`config.mk`:
```
export PLATFORM = sky130hd
export DESIGN_NAME = muldiv_unit
export DESIGN_NICKNAME = d
export VERILOG_FILES = /design/src/rtl/muldiv_pkg.sv /design/src/rtl/mdu_operand_prep.sv /design/src/rtl/mdu_step.sv /design/src/rtl/mdu_result_fix.sv /design/src/rtl/mdu_seq.sv /design/src/rtl/muldiv_unit.sv
export SDC_FILE = /design/constraint.sdc
export NUM_CORES = 1
export LEC_CHECK = 0
export ABC_AREA = 1
export ABC_CLOCK_PERIOD_IN_PS = 11800
export CAP_MARGIN = 15
export CORE_MARGIN = 2
export CORE_UTILIZATION = 30
export CTS_CLUSTER_DIAMETER = 120
export DETAILED_ROUTE_END_ITERATION = 10
export DONT_BUFFER_PORTS = 1
export PLACE_DENSITY_LB_ADDON = 0.25
export RECOVER_POWER = 50
export SLEW_MARGIN = 40
export SYNTH_ARGS = -nofsm -noshare
export SYNTH_HDL_FRONTEND = slang
export SYNTH_SLANG_ARGS = --single-unit
```
`constraint.sdc`:
```
create_clock -name clk -period 11.8 [get_ports clk]
set_input_delay 1.18 -clock clk [delete_from_list [all_inputs] [get_ports clk]]
set_output_delay 1.18 -clock clk [all_outputs]
set_load 0.02 [all_outputs]
```
`src/rtl/muldiv_pkg.sv`:
```
package muldiv_pkg;

  localparam int unsigned MDU_W = 32;

  typedef enum logic [2:0] {
    MDU_MUL_S  = 3'd0,
    MDU_MUL_U  = 3'd1,
    MDU_DIV_S  = 3'd2,
    MDU_DIV_U  = 3'd3,
    MDU_SET_HI = 3'd4,
    MDU_SET_LO = 3'd5
  } mdu_op_e;

  function automatic logic op_is_long(input logic [2:0] op);
    return (op == MDU_MUL_S) || (op == MDU_MUL_U) ||
           (op == MDU_DIV_S) || (op == MDU_DIV_U);
  endfunction

  function automatic logic op_is_div(input logic [2:0] op);
    return (op == MDU_DIV_S) || (op == MDU_DIV_U);
  endfunction

  function automatic logic op_is_signed(input logic [2:0] op);
    return (op == MDU_MUL_S) || (op == MDU_DIV_S);
  endfunction

endpackage

```
`src/rtl/mdu_operand_prep.sv`:
```
module mdu_operand_prep #(
  parameter int unsigned W = 32
) (
  input  logic         sgn_i,
  input  logic [W-1:0] a_i,
  input  logic [W-1:0] b_i,
  output logic [W-1:0] a_mag_o,
  output logic [W-1:0] b_mag_o,
  output logic         a_neg_o,
  output logic         b_neg_o
);

  always_comb begin
    a_neg_o = sgn_i & a_i[W-1];
    b_neg_o = sgn_i & b_i[W-1];
    a_mag_o = a_neg_o ? (~a_i + 1'b1) : a_i;
    b_mag_o = b_neg_o ? (~b_i + 1'b1) : b_i;
  end

endmodule

```
`src/rtl/mdu_step.sv`:
```
module mdu_step #(
  parameter int unsigned W = 32
) (
  input  logic         div_i,
  input  logic [W-1:0] hi_i,
  input  logic [W-1:0] lo_i,
  input  logic [W-1:0] bop_i,
  output logic [W-1:0] hi_o,
  output logic [W-1:0] lo_o
);

  logic [W:0] add_sum;
  logic [W:0] shifted;
  logic       fits;

  always_comb begin
    // shift-add: conditional add of multiplicand, then shift right as a pair
    add_sum = {1'b0, hi_i} + (lo_i[0] ? {1'b0, bop_i} : {(W+1){1'b0}});
    // restoring step: bring in next dividend bit, trial subtract
    shifted = {hi_i, lo_i[W-1]};
    fits    = (shifted >= {1'b0, bop_i});
    if (div_i) begin
      hi_o = fits ? W'(shifted - {1'b0, bop_i}) : shifted[W-1:0];
      lo_o = {lo_i[W-2:0], fits};
    end else begin
      hi_o = add_sum[W:1];
      lo_o = {add_sum[0], lo_i[W-1:1]};
    end
  end

endmodule

```
`src/rtl/mdu_result_fix.sv`:
```
module mdu_result_fix #(
  parameter int unsigned W = 32
) (
  input  logic         div_i,
  input  logic         a_neg_i,
  input  logic         b_neg_i,
  input  logic         b_zero_i,
  input  logic [W-1:0] hi_i,
  input  logic [W-1:0] lo_i,
  output logic [W-1:0] hi_o,
  output logic [W-1:0] lo_o
);

  logic [2*W-1:0] prod;
  logic [2*W-1:0] prod_fix;
  logic           flip_q;

  always_comb begin
    prod     = {hi_i, lo_i};
    prod_fix = (a_neg_i ^ b_neg_i) ? (~prod + 1'b1) : prod;
    // quotient flips on differing signs, except for a zero divisor
    flip_q   = (a_neg_i ^ b_neg_i) & ~b_zero_i;
    if (div_i) begin
      lo_o = flip_q  ? (~lo_i + 1'b1) : lo_i;
      hi_o = a_neg_i ? (~hi_i + 1'b1) : hi_i;
    end else begin
      hi_o = prod_fix[2*W-1:W];
      lo_o = prod_fix[W-1:0];
    end
  end

endmodule

```
`src/rtl/mdu_seq.sv`:
```
module mdu_seq #(
  parameter int unsigned STEPS = 32
) (
  input  logic clk,
  input  logic rst_n,
  input  logic start_i,
  input  logic long_op_i,
  output logic busy_o,
  output logic accept_o,
  output logic done_o
);

  localparam int unsigned CW = $clog2(STEPS);

  logic          busy_q, busy_d;
  logic [CW-1:0] cnt_q, cnt_d;
  logic          cnt_en;

  always_comb begin
    accept_o = start_i & long_op_i & ~busy_q;
    done_o   = busy_q & (cnt_q == CW'(STEPS - 1));
    busy_d   = busy_q;
    cnt_d    = cnt_q;
    cnt_en   = 1'b0;
    if (accept_o) begin
      busy_d = 1'b1;
      cnt_d  = '0;
      cnt_en = 1'b1;
    end else if (done_o) begin
      busy_d = 1'b0;
    end else if (busy_q) begin
      cnt_d  = cnt_q + 1'b1;
      cnt_en = 1'b1;
    end
  end

  always_ff @(posedge clk or negedge rst_n) begin
    if (!rst_n) busy_q <= 1'b0;
    else        busy_q <= busy_d;
  end

  always_ff @(posedge clk or negedge rst_n) begin
    if (!rst_n)      cnt_q <= '0;
    else if (cnt_en) cnt_q <= cnt_d;
  end

  assign busy_o = busy_q;

  // a running operation advances one step per cycle, never restarts
  assert_run_advances_R7: assert property (@(posedge clk) disable iff (!rst_n)
    (busy_q && !done_o) |=> (busy_q && cnt_q == $past(cnt_q) + 1'b1));

  // busy ends right after the last step
  assert_busy_ends_R6: assert property (@(posedge clk) disable iff (!rst_n)
    done_o |=> !busy_q);

  // every run starts from step zero
  assert_run_from_zero_R6: assert property (@(posedge clk) disable iff (!rst_n)
    $rose(busy_q) |-> (cnt_q == '0));

endmodule

```
`src/rtl/muldiv_unit.sv`:
```
module muldiv_unit
  import muldiv_pkg::*;
#(
  parameter int unsigned W          = MDU_W,
  parameter int unsigned SYNC_STAGE = 2
) (
  input  logic         clk,
  input  logic         rst_n,
  input  logic         start_i,
  input  logic [2:0]   op_i,
  input  logic [W-1:0] a_i,
  input  logic [W-1:0] b_i,
  output logic         busy_o,
  output logic [W-1:0] hi_o,
  output logic [W-1:0] lo_o
);

  // ---------------- reset release synchronizer ----------------
  logic [SYNC_STAGE-1:0] rsync_q;
  logic                  rst_sn;

  generate
    for (genvar s = 0; s < SYNC_STAGE; s++) begin : g_rsync
      always_ff @(posedge clk or negedge rst_n) begin
        if (!rst_n) rsync_q[s] <= 1'b0;
        else if (s == 0) rsync_q[s] <= 1'b1;
        else rsync_q[s] <= rsync_q[(s == 0) ? 0 : s-1];
      end
    end
  endgenerate

  assign rst_sn = rsync_q[SYNC_STAGE-1];

  // ---------------- decode ----------------
  logic long_op, accept, done, busy;
  logic set_hi, set_lo;

  assign long_op = op_is_long(op_i);
  assign set_hi  = start_i & ~busy & (op_i == MDU_SET_HI);
  assign set_lo  = start_i & ~busy & (op_i == MDU_SET_LO);

  mdu_seq #(.STEPS(W)) u_seq (
    .clk      (clk),
    .rst_n    (rst_sn),
    .start_i  (start_i),
    .long_op_i(long_op),
    .busy_o   (busy),
    .accept_o (accept),
    .done_o   (done)
  );

  // ---------------- operand preparation ----------------
  logic [W-1:0] a_mag, b_mag;
  logic         a_neg, b_neg;

  mdu_operand_prep #(.W(W)) u_prep (
    .sgn_i  (op_is_signed(op_i)),
    .a_i    (a_i),
    .b_i    (b_i),
    .a_mag_o(a_mag),
    .b_mag_o(b_mag),
    .a_neg_o(a_neg),
    .b_neg_o(b_neg)
  );

  // ---------------- iteration state ----------------
  logic         div_q, a_neg_q, b_neg_q, b_zero_q;
  logic         div_d, a_neg_d, b_neg_d, b_zero_d;
  logic [W-1:0] bop_q, bop_d;
  logic [W-1:0] ahi_q, ahi_d, alo_q, alo_d;
  logic [W-1:0] step_hi, step_lo;
  logic         it_en;

  mdu_step #(.W(W)) u_step (
    .div_i(div_q),
    .hi_i (ahi_q),
    .lo_i (alo_q),
    .bop_i(bop_q),
    .hi_o (step_hi),
    .lo_o (step_lo)
  );

  always_comb begin
    div_d    = div_q;
    a_neg_d  = a_neg_q;
    b_neg_d  = b_neg_q;
    b_zero_d = b_zero_q;
    bop_d    = bop_q;
    ahi_d    = ahi_q;
    alo_d    = alo_q;
    it_en    = 1'b0;
    if (accept) begin
      div_d    = op_is_div(op_i);
      a_neg_d  = a_neg;
      b_neg_d  = b_neg;
      b_zero_d = (b_i == '0);
      bop_d    = b_mag;
      ahi_d    = '0;
      alo_d    = a_mag;
      it_en    = 1'b1;
    end else if (busy) begin
      ahi_d = step_hi;
      alo_d = step_lo;
      it_en = 1'b1;
    end
  end

  always_ff @(posedge clk or negedge rst_sn) begin
    if (!rst_sn) begin
      div_q    <= 1'b0;
      a_neg_q  <= 1'b0;
      b_neg_q  <= 1'b0;
      b_zero_q <= 1'b0;
      bop_q    <= '0;
    end else if (accept) begin
      div_q    <= div_d;
      a_neg_q  <= a_neg_d;
      b_neg_q  <= b_neg_d;
      b_zero_q <= b_zero_d;
      bop_q    <= bop_d;
    end
  end

  always_ff @(posedge clk or negedge rst_sn) begin
    if (!rst_sn) begin
      ahi_q <= '0;
      alo_q <= '0;
    end else if (it_en) begin
      ahi_q <= ahi_d;
      alo_q <= alo_d;
    end
  end

  // ---------------- sign fix and result registers ----------------
  logic [W-1:0] fix_hi, fix_lo;
  logic [W-1:0] hi_q, hi_d, lo_q, lo_d;
  logic         hi_en, lo_en;

  mdu_result_fix #(.W(W)) u_fix (
    .div_i   (div_q),
    .a_neg_i (a_neg_q),
    .b_neg_i (b_neg_q),
    .b_zero_i(b_zero_q),
    .hi_i    (step_hi),
    .lo_i    (step_lo),
    .hi_o    (fix_hi),
    .lo_o    (fix_lo)
  );

  always_comb begin
    hi_d  = hi_q;
    lo_d  = lo_q;
    hi_en = 1'b0;
    lo_en = 1'b0;
    if (done) begin
      hi_d  = fix_hi;
      lo_d  = fix_lo;
      hi_en = 1'b1;
      lo_en = 1'b1;
    end else begin
      if (set_hi) begin
        hi_d  = a_i;
        hi_en = 1'b1;
      end
      if (set_lo) begin
        lo_d  = a_i;
        lo_en = 1'b1;
      end
    end
  end

  always_ff @(posedge clk or negedge rst_sn) begin
    if (!rst_sn)    hi_q <= '0;
    else if (hi_en) hi_q <= hi_d;
  end

  always_ff @(posedge clk or negedge rst_sn) begin
    if (!rst_sn)    lo_q <= '0;
    else if (lo_en) lo_q <= lo_d;
  end

  assign busy_o = busy;
  assign hi_o   = hi_q;
  assign lo_o   = lo_q;

  // the result pair is frozen while a run is in progress
  assert_pair_frozen_R6: assert property (@(posedge clk) disable iff (!rst_sn)
    (busy && !done) |=> ($stable(hi_q) && $stable(lo_q)));

  // the partial remainder never reaches the divisor magnitude
  assert_rem_bound_R3: assert property (@(posedge clk) disable iff (!rst_sn)
    (busy && div_q && !b_zero_q) |-> (ahi_q < bop_q));

  // an idle load-HI lands operand A in HI and leaves LO untouched
  assert_load_hi_R8: assert property (@(posedge clk) disable iff (!rst_sn)
    (!busy && start_i && op_i == MDU_SET_HI) |=> (hi_q == $past(a_i) && $stable(lo_q)));

  // reserved opcodes never start a run
  assert_reserved_idle_R9: assert property (@(posedge clk) disable iff (!rst_sn)
    (!busy && start_i && op_i[2:1] == 2'b11) |=> !busy);

endmodule

```
# Word-level counts from Yosys, hierarchy flattened
# Cells that the tools add are included.
# word_totals
register_bits,172
input_bits,70
# op_classes
reduce_logical,15
bitwise_logic,17
eq_ne,7
n_lt_le_gt_ge,1
mux,32
add_sub_neg,8
# ops
cell,count
$mux W32,18
$add A32 B1 Y32 const B,4
$not A32 Y32,4
$add A64 B1 Y64 const B,1
$mux W64,1
$not A64 Y64,1
$add A32 B32 Y33,1
$ge A33 B32 Y1,1
$logic_not A32 Y1,1
$sub A32 B32 Y32,1
$mux W5,3
$mux W1,10
$and A1 B1 Y1,9
$reduce_bool A2 Y1,4
$eq A3 B2 Y1 const B,2
$eq A3 B3 Y1 const B,2
$reduce_and A2 Y1,3
$add A5 B1 Y5 const B,1
$eq A5 B5 Y1 const B,1
$logic_or A1 B1 Y1,5
$eq A3 B1 Y1 const B,1
$logic_not A3 Y1,1
$reduce_and A3 Y1,1
$ne A2 B2 Y1 const B,1
2 further kinds,3

# Depth between registers and ports, before layout
# Gate-level depths: netlist of the first run.
# depth
ltp_word,8
depth_mapped,32

# Modules after synthesis
# A second synthesis of the first run with hierarchy kept.
# hier_totals
cells_unflattened,3188
area_unflattened_um2,18630.4
# modules_own_cells
module,area_each_um2,cells_per_inst,seq_area_each_um2,n_inst
muldiv_unit,7429.6,842,4154.0,1
mdu_step,6102.1,1275,0.0,1
mdu_result_fix,2711.4,583,0.0,1
mdu_operand_prep,2063.2,450,0.0,1
mdu_seq,324.1,38,150.1,1

# Worst setup path after synthesis of the first run
# OpenSTA, ideal clock, no wires.
# synth_path
path_type,register -> register
from,register ahi_q[27]
to,register hi_q[20] (netlist: hi_o[20])
setup_slack_ps,8298
period_less_slack_ps,3502
required_time_ps,11683
n_path_buf,0
path_stages_with_launch,27
arrival_time_ps,3384
path_cell_list,dfrtp_1 -> ha_1 -> a21oi_1 -> nand2_1 -> a21oi_1 -> nand2_2 -> nor2_8 -> nand3_1 -> o21ai_2 -> ha_1 -> inv_1 -> nor3_4 -> nand2_2 -> nor2_4 -> nand2_2 -> nor4_4 -> nand2_1 -> nand2_1 -> nand2_2 -> clkinv_1 -> nand2_2 -> a21oi_4 -> nand2_1 -> nand2_1 -> nand2_1 -> nand3_1 -> nand2_1
# synth_between
elab_chain_len,8
elab_cells_between_ends,12
cone_classes,add/sub: 2; order compare: 1; mux: 7; bitwise: 2
# synth_rtl
item,line_no,source
"start, declared",muldiv_unit.sv:70,"logic [W-1:0] ahi_q, ahi_d, alo_q, alo_d;"
"start signal, assigned",muldiv_unit.sv:129,ahi_q <= ahi_d;
$ge A33 B32 Y1 (*),mdu_step.sv:21,"fits = (shifted >= {1'b0, bop_i});"
$mux W32,mdu_step.sv:23,"hi_o = fits ? W'(shifted - {1'b0, bop_i}) : shifted[W-1:0];"
$mux W32,mdu_step.sv:22,if (div_i) begin
$not A64 Y64 / $not A32 Y32 (equally long branches),"mdu_result_fix.sv:20, mdu_result_fix.sv:25",
$add A64 B1 Y64 / $add A32 B1 Y32 (equally long branches),"mdu_result_fix.sv:20, mdu_result_fix.sv:25",
$mux W64 / $mux W32 (equally long branches),"mdu_result_fix.sv:20, mdu_result_fix.sv:25",
$mux W32 (*),mdu_result_fix.sv:23,if (div_i) begin
$mux W32 (*),muldiv_unit.sv:155,if (done) begin
"end signal, assigned",muldiv_unit.sv:174,else if (hi_en) hi_q <= hi_d;
"end, declared",muldiv_unit.sv:136,"logic [W-1:0] hi_q, hi_d, lo_q, lo_d;"
# Every way passes the cells marked *; elsewhere a longest branch is shown, timed or not.
# A chain may end at the register's enable or synchronous reset.

==> flow_metrics.py, run 1 <==
metrics = {
    "status": {
        "outcome": "finished with violations",
        "failed_checks": "capacitance limit, slew limit",
    },
    "floorplanning": {
        "die_height_um": 250,
        "start_util_pct": 30.2,
        "core-area_mm2": 0.0600,
        "dieArea_mm2": 0.0624,
        "rows": 90,
        "io_pins": 135,
        "die_w_um": 250,
    },
    "global_routing": {
        "grt_remaining_overflow": 0,
        "grt_pass1_vias": 18427,
        "grt_antenna_before_repair": 2,
        "grt_pass1_wl_um": 116000,
        "grt_max_degree": 78,
        "gr-usage-all-layers_pct": 24.6,
    },
    "worst_setup_path": {
        "path_class": "reg -> async",
        "end_kind": "async pin",
        "path_max_fanout": 60,
        "crit_path_start_kind": "flip-flop",
        "worst_ep_arrival_time_ns": 3.94,
        "required_ns": 11.10,
        "crit_slowest_cell": "clkbuf_1",
        "cp-startpoint": "rst_sn",
        "reg2reg_slack_ns": 7.16,
        "critPathMaxStageDelay_ns": 2.58,
        "crit_buf_inv": 1,
        "reg2reg_from": "rst_sn",
        "crit_path_cell_trace": "clkbuf_1",
        "crit_family": "buffers and inverters",
    },
    "clocking": {
        "cts_inserted_buffers": 17,
        "ctsHtreeMaxLevel": 4,
        "postCtsSetupBuffers": 0,
        "postCtsHoldBufs": 0,
        "clock_sinks": 172,
        "insertion_delay_ns": 0.52,
        "clk_path_buf_depth": 2,
        "cts.repair.resized": 0,
        "cts-root-buf": "clkbuf_16",
        "path_clk_slew_ns": 0.09,
        "tritoncts": "done",
    },
    "route": {
        "wl_per_cell_um": 20.5,
        "vias_per_cell": 5.22,
        "drt_iter0_markers": 1821,
        "finalWirelength_um": 77100,
        "drc": 0,
        "drtPass1Iterations": 6,
        "drtAntennaViolNets": 0,
        "num_vias": 19685,
    },
    "worst_hold_path": {
        "min_path_type": "reg -> async",
    },
    "sta": {
        "maxSlewHeadroom_pct": -151,
        "holdWs_ns": 0.277,
        "fin_crit_sh_pct": 39.3,
        "rsz0062_at_grt": "no",
        "hold_violations": 0,
        "fmax_mhz": 216,
        "setup_tns_ns": 0,
        "final-setup-viol-count": 0,
        "finalClockSkew_ns": 0.0229,
        "tightest_slew_ns": 3.76,
        "period_needed_ns": 4.64,
        "maxSlewViolCount": 212,
    },
    "logic_synthesis": {
        "synth-edff-count": 0,
        "synth_cell_types": 57,
        "synth-seq-cells": 172,
        "synth-main-ff-cell": "dfrtp_1",
        "avgSynthCellArea_um2": 5.96,
        "syn_nets": 3182,
        "postSynthCellCount": 3040,
        "postSynth.asyncResetShare_pct": 100,
        "ys_warn_count": 0,
        "ys_seq_area_share_pct": 23.8,
        "syn_area_mm2": 0.0181,
    },
    "placement": {
        "hpwlAfterDp_um": 60700,
        "port_buffers": 0,
        "place_congestion": 0.960,
        "postPlaceCellArea_mm2": 0.0188,
    },
    "final_layout": {
        "final_area_mm2": 0.0194,
        "layout_commonest_cell": "nand2_1",
        "drive_gt1_share_pct": 5.26,
        "final_nets": 3114,
        "final_cell_mix": "993 x nand2_1, 401 x inv_1, 277 x nor2_1, 235 x nand3_1, 228 x o21ai_0",
        "multi_input_area_mm2": 0.0118,
        "area_delta_synth_final_pct": 7.16,
        "regArea_mm2": 0.00431,
        "fill_cells": 6743,
    },
    "job": {
        "max_cap_viol_count": 4,
    },
}
## final cells by class
class                   instances  share of cell area [%]
diodes                          1                  0.0129
clock buffers                  18                    2.21
clock inverters                14                   0.941
inverters                     420                    8.12
multi-input cells            2339                    60.6
flip-flops and latches        172                    22.2
well taps                     782                    5.04
repair buffers                 22                   0.877
## synthesized netlist by cell type, types with 2 or more instances
library cell / number / share of area [%]
o221ai_1: 14 / 0.68
and2_1: 2 / 0.069
or2_2: 6 / 0.21
clkinv_1: 2 / 0.041
inv_1: 404 / 8.4
nor3_1: 33 / 0.91
o21ai_0: 228 / 6.3
o22ai_1: 36 / 1.2
nand4_1: 37 / 1.3
nand2_2: 16 / 0.55
nand3b_1: 8 / 0.33
nand3_1: 235 / 6.5
a21oi_4: 4 / 0.36
o21bai_1: 8 / 0.33
a21oi_2: 13 / 0.63
clkbuf_1: 78 / 1.6
nor4_1: 8 / 0.28
o21ai_2: 3 / 0.15
ha_1: 70 / 4.8
xor2_1: 66 / 3.2
buf_1: 7 / 0.15
a21oi_1: 124 / 3.4
o211ai_1: 48 / 2.0
o21a_1: 2 / 0.083
a21o_1: 2 / 0.083
inv_2: 14 / 0.29
nand2_1: 994 / 21
nand3_2: 13 / 0.72
buf_2: 10 / 0.28
dfrtp_1: 172 / 24
nor2_2: 13 / 0.45
fa_1: 2 / 0.22
o31ai_1: 2 / 0.083
nor3_2: 2 / 0.11
o21ai_1: 14 / 0.39
nor2_1: 282 / 5.8
nor4_4: 2 / 0.23
nor2_4: 4 / 0.25
buf_6: 9 / 0.56
buf_4: 5 / 0.21
a22o_1: 7 / 0.34
xnor2_1: 26 / 1.3
## cell families after synthesis
family / synth area share [%]
DFF: 23.8
adders and majority gates: 5.06
other: 0.0207
xor gates and xnor gates: 4.45
and+or+nand+nor: 38.9
buffers and inverters: 11.5
AOI/OAI and AO/OA: 16.3
## registers in the layout (all words and copies together) (netlist names)
name / count
a_neg_q: 1
ahi_q: 32
alo_q: 32
b_neg_q: 1
b_zero_q: 1
bop_q: 32
div_q: 1
hi_o: 32
lo_o: 32
rst_sn: 1
rsync_q: 1
u_seq.busy_o: 1
u_seq.cnt_q: 5
## per-stage QoR
step           utilization, %  std cells  setup WS (ns)
2_1_floorplan               -       3040           6.65
3_3_place_gp             31.3       3733           7.24
3_5_place_dp             31.3       3733           7.31
4_1_cts                  32.3       3765           7.27
5_1_grt                  32.3       3767           6.32
6_report                 32.3       3768           7.16
## path summary, 6_finish.rpt
| path | end | depth (start not counted) |
|---|---|---|
| hold reg to reg | b_neg_q | 0 |
| min in group clk | rst_sn | 0 |
| setup / recovery | div_q | 1 |
| hold / removal | b_neg_q | 0 |
| setup reg to reg | div_q | 1 |
| max in group clk | hi_o[26] | 24 |
## per-layer routing
layer | wire length (µm) | track usage (%) | share of wire [%] | vias up
li1 | - | - | - | 9682
met1 | 33300 | 32.0 | 43 | 9243
met2 | 36900 | 41.4 | 48 | 653
met3 | 4270 | 3.39 | 5.5 | 107
met4 | 2600 | 8.86 | 3.4 | 0
met5 | 0 | 0 | 0 | -
Power of run 1 is not shown: default switching activity piles up to over one toggle a cycle in this logic, so the estimate is an artifact.
==> run 2, diff against run 1 <==
- ABC_AREA: 1 -> 0
- ABC_CLOCK_PERIOD_IN_PS: 11800 -> 4550
- clock period: 11.8 -> 4.55 ns (I/O delays scaled with it)
==> flow_metrics.py, run 2 <==
metrics = {
    "sta": {
        "rsz0062_at_grt": "yes",
        "hold_violations": 0,
        "tightest_slew_ns": 2.35,
        "finalClockSkew_ns": 0.0147,
        "fmax_mhz": 225,
        "maxSlewHeadroom_pct": -56.8,
        "period_needed_ns": 4.45,
        "final-setup-viol-count": 0,
        "fin_crit_sh_pct": 97.8,
        "maxSlewViolCount": 125,
    },
    "clocking": {
        "insertion_delay_ns": 0.51,
        "path_clk_slew_ns": 0.08,
        "ctsHtreeMaxLevel": 4,
        "cts_inserted_buffers": 17,
        "clk_path_buf_depth": 2,
        "tritoncts": "done",
        "clock_sinks": 172,
        "cts-root-buf": "clkbuf_16",
    },
    "final_layout": {
        "fill_cells": 5766,
        "diodes": 0,
        "final_area_mm2": 0.0200,
        "final_cell_mix": "252 x nand2_1, 246 x buf_4, 193 x a21oi_1, 190 x o21ai_0, 167 x dfrtp_1",
        "final_nets": 2438,
        "drive_gt1_share_pct": 18.5,
        "layout_commonest_cell": "nand2_1",
        "area_delta_synth_final_pct": 20.4,
    },
    "logic_synthesis": {
        "ys_warn_count": 0,
        "synth-xor-area-share_pct": 7.82,
        "synthMuxAreaShare_pct": 6.91,
        "netlist_top_cells_area": "dfrtp_1 26%, a21oi_1 6.1%, o21ai_0 5.9%",
        "synthAdderAreaFrac_pct": 5.53,
        "synth_top_area_share_pct": 26.0,
        "syn_area_mm2": 0.0166,
        "ys_top_cells_by_count": "255 x nand2_1, 202 x a21oi_1, 194 x o21ai_0",
        "syn_nets": 2300,
        "ys_seq_area_share_pct": 26.0,
        "synth-edff-count": 0,
        "synth-seq-cells": 172,
        "postSynthCellCount": 2158,
        "postSynth.asyncResetShare_pct": 100,
        "synth_cell_types": 95,
        "avgSynthCellArea_um2": 7.68,
        "synth-simple-area-share_pct": 22.5,
        "yosysMostFrequentCell": "nand2_1",
        "synth_top_area_cell": "dfrtp_1",
        "synth-compound-area-share_pct": 26.2,
        "synth_top_family_by_area": "compound AO/OA/AOI/OAI gates",
        "synth-main-ff-cell": "dfrtp_1",
    },
    "floorplanning": {
        "start_util_pct": 30.2,
        "io_pins": 135,
        "dieArea_mm2": 0.0571,
        "rows": 86,
        "die_w_um": 239,
        "die_height_um": 239,
        "core-area_mm2": 0.0549,
    },
    "global_routing": {
        "grt_pass1_vias": 16366,
        "grt_antenna_before_repair": 0,
        "use_met1_pct": 30.8,
        "gr-usage-all-layers_pct": 22.5,
        "grt.busiest_layer": "met2",
        "grt_remaining_overflow": 0,
        "grt_max_degree": 85,
        "grtUsageMet2_pct": 35.6,
        "grt_use_met3_pct": 3.75,
        "grt_pass1_wl_um": 98600,
    },
    "worst_setup_path": {
        "crit_path_start_kind": "flip-flop",
        "path_class": "reg -> reg",
        "reg2reg_from": "bop_q[20]",
        "r2r_cells": 18,
        "reg2reg_slack_ns": 0.1,
        "end_kind": "flip-flop",
        "path_max_fanout": 4,
        "required_ns": 4.93,
        "rr_endpoint": "hi_o[19]",
        "worst_ep_arrival_time_ns": 4.83,
    },
    "job": {
        "max_cap_viol_count": 2,
    },
    "placement": {
        "hpwlAfterDp_um": 49600,
        "port_buffers": 0,
        "place_congestion": 0.957,
        "postPlaceCellArea_mm2": 0.0187,
    },
    "route": {
        "drt_iter0_markers": 1596,
        "drtPass1Iterations": 8,
        "vias_per_cell": 5.63,
        "drc": 0,
        "finalWirelength_um": 64700,
        "wl_per_cell_um": 21.5,
        "drtAntennaViolNets": 0,
        "num_vias": 16970,
    },
    "worst_hold_path": {
        "min_path_cells": 1,
        "hold_end": "b_zero_q",
        "min_path_type": "in -> reg",
        "hold_start": "b_i[31]",
    },
    "status": {
        "failed_checks": "capacitance limit, slew limit",
        "outcome": "finished with violations",
    },
}
-- run 2: cell types whose count changed in the layout (fill, tap and decap cells not counted), sizes merged, moves of 33 or more --
cell and change:
nand3 -217, o21ai -39, a211oi +55, buf +234, and2 +44, xnor2 +60, nor2 -134, inv -343
nand2 -755, mux2i +89, or3 +33, a21oi +62
-- run 2: metrics by stage --
| step | hold slack [ns] | setup TNS (ns) | worst slack (ns) | utilization, % | std cells |
|---|---|---|---|---|---|
| floorplan | 0.159 | 0 | 0.00353 | - | 2158 |
| global placement | 0.159 | -3.72 | -0.380 | 34.0 | 2952 |
| detailed placement | 0.159 | -3.23 | -0.351 | 34.0 | 2953 |
| CTS | 0.0144 | 0 | 0.0277 | 35.4 | 2991 |
| global route | 0.0403 | -0.123 | -0.0244 | 36.4 | 3013 |
| finish | 0.0402 | 0 | 0.0998 | 36.4 | 3013 |
-- run 2: worst max path at each step --
stage / end / slack [ns] / depth (start not counted) / from
detailed placement: hi_o[30] / -0.35 / 19 / bop_q[0]
floorplan: hi_o[26] / 0.004 / 20 / ahi_q[19]
global route: hi_o[25] / -0.02 / 19 / bop_q[0]
CTS: hi_o[28] / 0.03 / 20 / ahi_q[17]
finish: hi_o[19] / 0.1 / 18 / bop_q[20]
global placement: hi_o[23] / -0.38 / 15 / ahi_q[29]
-- run 2: critical path: stages, from the launching register on --
cell and delay (ns):
dfrtp_1 0.37, inv_1 0.06, ha_1 0.31, a21o_1 0.21, a31o_1 0.23, a2111o_1 0.49
a211o_4 0.38, buf_4 0.15, nor3_1 0.35, o31ai_2 0.15, buf_4 0.17, and3_1 0.18
nand2_1 0.09, buf_4 0.10, nand2_1 0.05, o22ai_1 0.40, nor2_1 0.10, xnor2_1 0.40
a21oi_1 0.12
-- run 2: logic make-up (layout without fill, tap and decap cells) --
kind of cell | count (synthesis) | in the layout
simple gates | 759 | 760
compound gates | 686 | 686
buf+inv | 209 | 359
flops | 172 | 172
xor+xnor | 148 | 148
mux | 111 | 111
fa+ha+maj | 72 | 72
other cells | 1 | 1
-- run 2: area by class of cell --
type	count	area, µm²	share of cell area (%)
well taps	704	881	4.41
clock buffers	18	439	2.20
multi-input cells	1778	11900	59.8
inverters	71	267	1.34
clock inverters	14	165	0.828
repair buffers	256	1950	9.79
flip-flops and latches	172	4320	21.6
-- run 2: what timing repair did --
item,4_1_cts,5_1_grt
pin swaps,3,33
endpoints found under the setup margin,21,34
hold buffers,1,0
gates resized for setup,15,83
endpoints found under the hold margin,2,0
buffers inserted,5,20
cloned,0,2
-- run 2: metal layers --
metal / share of wire, % / wire, µm / vias up
met3: 6.6 / 4300 / 101
li1: - / - / 8094
met5: 0 / 0 / -
met4: 2.8 / 1840 / 0
met1: 45 / 29100 / 8156
met2: 45 / 29400 / 619
Power of run 2 is left out for the same reason.
